===== config.mk =====
export PLATFORM = sky130hd
export DESIGN_NAME = stat_led_drv
export DESIGN_NICKNAME = d
export VERILOG_FILES = /design/src/rtl/stat_led_pkg.sv /design/src/rtl/stat_ovr_pin.sv /design/src/rtl/stat_act_stretch.sv /design/src/rtl/stat_led_drv.sv
export SDC_FILE = /design/constraint.sdc
export NUM_CORES = 1
export LEC_CHECK = 0
export BUFFER_PORTS_ARGS = -buffer_cell sky130_fd_sc_hd__buf_2
export CORE_MARGIN = 1.5
export CORE_UTILIZATION = 59
export DETAILED_ROUTE_END_ITERATION = 7
export GPL_ROUTABILITY_DRIVEN = 0
export GPL_TIMING_DRIVEN = 0
export PLACE_DENSITY = 0.82
export SLEW_MARGIN = 15
export SYNTH_ARGS = -nofsm -noshare
export SYNTH_HDL_FRONTEND = slang
export SYNTH_SLANG_ARGS = --single-unit

===== constraint.sdc =====
create_clock -name clk -period 4 [get_ports clk]
set_input_delay 0.4 -clock clk [delete_from_list [all_inputs] [get_ports clk]]
set_output_delay 0.4 -clock clk [all_outputs]
set_load 0.005 [all_outputs]

===== src/rtl/stat_led_pkg.sv =====
package stat_led_pkg;

    localparam int unsigned REF_CLK_KHZ     = 20000;
    localparam int unsigned ACT_HOLD_MS     = 6;
    localparam int unsigned DEF_STRETCH_CYC = REF_CLK_KHZ * ACT_HOLD_MS;

    localparam int unsigned N_OVR_PINS = 2;

    typedef enum logic {
        SRC_AUTO = 1'b0,
        SRC_HOST = 1'b1
    } pin_src_e;

    typedef struct packed {
        logic en;
        logic val;
    } host_ovr_t;

    typedef struct packed {
        logic link;
        logic bus;
        logic act;
    } pull_set_t;

    function automatic pin_src_e src_of(host_ovr_t o);
        return o.en ? SRC_HOST : SRC_AUTO;
    endfunction

    function automatic logic pick_level(host_ovr_t o, logic auto_lvl);
        return (src_of(o) == SRC_HOST) ? o.val : auto_lvl;
    endfunction

endpackage


===== src/rtl/stat_ovr_pin.sv =====
module stat_ovr_pin
    import stat_led_pkg::*;
(
    input  logic      clk,
    input  logic      rst,
    input  host_ovr_t ovr_i,
    input  logic      auto_i,
    output logic      pull_o
);

    logic pull_q;

    always_ff @(posedge clk) begin
        if (rst) begin
            pull_q <= 1'b0;
        end else begin
            pull_q <= pick_level(ovr_i, auto_i);
        end
    end

    assign pull_o = pull_q;

endmodule


===== src/rtl/stat_act_stretch.sv =====
module stat_act_stretch #(
    parameter int unsigned STRETCH_CYC = stat_led_pkg::DEF_STRETCH_CYC
) (
    input  logic clk,
    input  logic rst,
    input  logic evt_i,
    input  logic standby_i,
    input  logic sense_i,
    output logic pull_o
);

    localparam int unsigned CW = $clog2(STRETCH_CYC + 1);
    localparam logic [CW-1:0] LOAD_VAL = CW'(STRETCH_CYC);

    logic [CW-1:0] cnt_q;
    logic          sb_q;
    logic          sense_q;

    always_ff @(posedge clk) begin
        if (rst) begin
            cnt_q   <= '0;
            sb_q    <= 1'b0;
            sense_q <= 1'b0;
        end else begin
            sb_q    <= standby_i;
            sense_q <= sense_i;
            if (standby_i) begin
                cnt_q <= '0;
            end else if (evt_i) begin
                cnt_q <= LOAD_VAL;
            end else if (cnt_q != '0) begin
                cnt_q <= cnt_q - 1'b1;
            end
        end
    end

    assign pull_o = sb_q ? sense_q : (cnt_q != '0);

    // the counter drains by one per idle cycle
    p_drain_step_r6: assert property (@(posedge clk) disable iff (rst)
        (!standby_i && !evt_i && cnt_q != '0) |=> (cnt_q == $past(cnt_q) - 1'b1));

    // the final count releases the pin at the next edge
    p_release_end_r6: assert property (@(posedge clk) disable iff (rst)
        (!standby_i && !evt_i && cnt_q == 1) |=> !pull_o);

    // an event always refills the stretch
    p_refill_r7: assert property (@(posedge clk) disable iff (rst)
        (!standby_i && evt_i) |=> (pull_o && cnt_q == LOAD_VAL));

    // no count survives standby
    p_sb_clear_r9: assert property (@(posedge clk) disable iff (rst)
        standby_i |=> (cnt_q == '0));

endmodule


===== src/rtl/stat_led_drv.sv =====
module stat_led_drv
    import stat_led_pkg::*;
#(
    parameter int unsigned STRETCH_CYC = stat_led_pkg::DEF_STRETCH_CYC
) (
    input  logic       clk,
    input  logic       rst,
    input  logic       link_good_i,
    input  logic       rx_bus_acc_i,
    input  logic       rx_evt_i,
    input  logic       tx_evt_i,
    input  logic       coll_evt_i,
    input  logic       standby_i,
    input  logic       rx_sense_i,
    input  logic [1:0] ovr_en_i,
    input  logic [1:0] ovr_val_i,
    output logic       link_pull_o,
    output logic       bus_pull_o,
    output logic       act_pull_o
);

    logic [N_OVR_PINS-1:0] auto_lvl;
    logic [N_OVR_PINS-1:0] pin_pull;
    logic                  any_evt;
    pull_set_t             pulls;

    assign auto_lvl[0] = link_good_i;
    assign auto_lvl[1] = rx_bus_acc_i;
    assign any_evt     = rx_evt_i | tx_evt_i | coll_evt_i;

    for (genvar p = 0; p < N_OVR_PINS; p++) begin : g_pin
        host_ovr_t ovr;
        assign ovr.en  = ovr_en_i[p];
        assign ovr.val = ovr_val_i[p];

        stat_ovr_pin u_pin (
            .clk    (clk),
            .rst    (rst),
            .ovr_i  (ovr),
            .auto_i (auto_lvl[p]),
            .pull_o (pin_pull[p])
        );
    end

    stat_act_stretch #(
        .STRETCH_CYC (STRETCH_CYC)
    ) u_act (
        .clk       (clk),
        .rst       (rst),
        .evt_i     (any_evt),
        .standby_i (standby_i),
        .sense_i   (rx_sense_i),
        .pull_o    (pulls.act)
    );

    assign pulls.link = pin_pull[0];
    assign pulls.bus  = pin_pull[1];

    assign link_pull_o = pulls.link;
    assign bus_pull_o  = pulls.bus;
    assign act_pull_o  = pulls.act;

    p_link_auto_r2: assert property (@(posedge clk) disable iff (rst)
        !ovr_en_i[0] |=> (link_pull_o == $past(link_good_i)));

    p_link_host_r3: assert property (@(posedge clk) disable iff (rst)
        ovr_en_i[0] |=> (link_pull_o == $past(ovr_val_i[0])));

    p_bus_auto_r4: assert property (@(posedge clk) disable iff (rst)
        !ovr_en_i[1] |=> (bus_pull_o == $past(rx_bus_acc_i)));

    p_bus_host_r5: assert property (@(posedge clk) disable iff (rst)
        ovr_en_i[1] |=> (bus_pull_o == $past(ovr_val_i[1])));

    p_evt_asserts_r6: assert property (@(posedge clk) disable iff (rst)
        (!standby_i && any_evt) |=> act_pull_o);

    p_sb_follow_r8: assert property (@(posedge clk) disable iff (rst)
        standby_i |=> (act_pull_o == $past(rx_sense_i)));

    p_sb_exit_r9: assert property (@(posedge clk) disable iff (rst)
        ($fell(standby_i) && !any_evt) |=> !act_pull_o);

endmodule


==> reports/qor.yml <==
outcome:
  status: "finished, final reports clean"
die:
  dieArea_sq_um: 2100
  die_h_microns: 45.9
  design.core.area_sq_um: 1730
  die_w_microns: 45.9
  start_util_pct: 62.8
  num_rows: 15
  num_io_pins: 16
clocking:
  cts_resized: 0
  clkTransAtPathRegs_ns: 0.12
  clk_latency_ns: 0.31
  cts_made_buffers: 3
  cts-root-buf: "clkbuf_4"
  cts_tree: "built"
  cts_setup_buffers: 0
  cts_buffer_depth: 2
  postCtsHoldBufs: 0
  cts_sinks: 21
  htreeDepth: 1
sta:
  final-setup-viol-count: 0
  fmax_mhz: 401
  report.final.slew_viol_count: 0
  worst_slew_pin_slew_ns: 0.565
  period_share_pct: 62.3
  hold_viol_final: 0
  rsz0062_at_grt: "no"
  post-route-min-period_ns: 2.49
  tns_ns: 0
  finalWorstSetupSlack_ns: 1.51
  max_slew_margin_pct: 62.1
  fin_skew_ns: 0.00355
worst_setup_path:
  r2r_slack_ns: 1.96
  critPathKind: "flop to output pin"
  cp_max_fo: 8
  worstPathArrival_ns: 2.09
  setup.worst_path.end_class: "output pin"
  startpoint_type: "flop"
  cp.required_ns: 3.60
route:
  ant_nets: 0
  via_per_inst: 6.02
  num_vias: 987
  wl_microns: 2190
  firstDrtPassIters: 4
  drt_iter0_drc: 36
  wl_per_cell_microns: 13.4
  drc_errors: 0
synthesis:
  yosysTopAreaCellShare_pct: 38.8
  syn_area_sq_um: 1080
  syn_area_per_cell_sq_um: 9.03
  synth-edff-count: 0
  synthArstFlopShare_pct: 0
  ys_types: 38
  synth_seq_cells: 21
  ys_seq_area_share_pct: 38.8
  yosysWarnings: 0
  yosysMostFrequentCell: "dfxtp_1"
  syn_inst: 120
  synth_fp_nets: 134
  synth_area_leader_cell: "dfxtp_1"
  synth_commonest_cells: "dfxtp_1, a21oi_1, or3_1"
  netlist_top_cells_area: "dfxtp_1, a21oi_1, o31ai_1, or4_1, or3_1"
  synthFlopType: "dfxtp_1"
global_routing:
  first_global_vias: 876
  grt_max_degree: 13
  top_usage_layer: "met2"
  use_met2_pct: 41.9
  track_usage_pct: 24.5
  grt_util_met1_pct: 29.1
  antenna_found_initial: 0
  grt.overflow.total: 0
  met3_usage_pct: 3.97
  grt_pass1_wl_microns: 3720
worst_hold_path:
  min_path_type: "input pin to flop"
placement:
  dp_hpwl_microns: 1660
  place_ws_ns: 1.87
  io_buffers: 15
  place_area_sq_um: 1190
pwr:
  p_per_area_nw_per_um2: 338
  irDropWorstVdd_uv: 232
  power_leakage_nw: 0.508
final_layout:
  final_util_pct: 70.5
  drive_gt1_share_pct: 24.5
  insertedDiodeCount: 0
  nets: 154
  fin_area_sq_um: 1220
  area_growth_syn_to_layout_pct: 12.4
flow_run:
  drv_cap: 0
==> routing by layer <==
| metal | vias up | routed length, microns |
|---|---|---|
| met2 | 16 | 1110 |
| met4 | 0 | 33 |
| met5 | - | 0 |
| met3 | 6 | 77 |
| met1 | 462 | 972 |
| li1 | 503 | - |
==> cells by family after synthesis <==
kind of cell | count (synthesis) | synth area share (%)
compound gates | 33 | 19.5
fa+ha+maj | 1 | 1.15
buf+inv | 7 | 3.46
flops | 21 | 38.8
mux | 5 | 4.73
simple gates | 53 | 32.3
==> flip-flops by register name, summed over array words and instances, names as in the netlist <==
signal              flops
g_pin.u_pin.pull_o      2
u_act.sense_q           1
u_act.cnt_q            17
u_act.sb_q              1
==> cell usage in the layout (no fill, tap or decap), types with 2 or more instances in the layout <==
cell type / Yosys / final
dfxtp_1: 21 / 21
buf_2: 0 / 15
a21oi_1: 10 / 10
or3_1: 7 / 7
or4_1: 6 / 6
nor3_1: 6 / 6
nand2_1: 6 / 6
o21ai_0: 6 / 6
o31ai_1: 6 / 6
nor2_1: 5 / 5
a31oi_1: 5 / 5
clkbuf_4: 1 / 4
mux2i_1: 4 / 4
inv_1: 3 / 3
or2_2: 3 / 3
nand2b_1: 3 / 3
nand3_1: 3 / 3
nor3_2: 2 / 2
nor2b_1: 2 / 2
or3_2: 2 / 2
==> cell type report <==
| cell class | instances | area [sq um] |
|---|---|---|
| clock inverter | 1 | 5.00 |
| inverter | 3 | 11.3 |
| tap | 25 | 31.3 |
| clock buffer | 3 | 22.5 |
| multi-input combinational | 92 | 626 |
| timing repair buffer | 15 | 75.1 |
| sequential | 21 | 420 |
| buffer | 4 | 26.3 |
| fill | 150 | 509 |
==> path summary, 6_finish.rpt <==
| kind | depth (start not counted) | start | endpoint |
|---|---|---|---|
| setup / recovery | 6 | u_act.cnt_q[8] | act_pull_o |
| hold / removal | 2 | rst | u_act.sense_q |
| setup reg to reg | 6 | u_act.cnt_q[0] | u_act.cnt_q[9] |
| hold reg to reg | 2 | u_act.cnt_q[16] | u_act.cnt_q[16] |
==> power by group <==
group	switching, mW	leakage (nW)	internal, mW	total [mW]
Clock	0.0658	0.0177	0.0373	0.103
Sequential	0.00710	0.172	0.217	0.224
Combinational	0.0449	0.318	0.0391	0.0840
==> critical path, cell delays in order, from the launching register on <==
cell      delay [ns]
dfxtp_1         0.39
nor4_2          0.39
and4b_1         0.24
clkbuf_1        0.27
nand2_1         0.12
mux2_2          0.26
buf_2           0.12
==> through the flow <==
| stage | cells | power (mW) | hold slack (ns) |
|---|---|---|---|
| 6_report | 164 | 0.411 | 0.291 |
| 5_1_grt | 164 | 0.435 | 0.291 |
| 4_1_cts | 164 | 0.415 | 0.288 |
| 3_5_place_dp | 160 | 0.313 | 0.461 |
| 3_3_place_gp | 160 | 0.309 | 0.452 |
| 2_1_floorplan | 120 | 0.290 | 0.441 |
(Power assumes the default switching activity.)
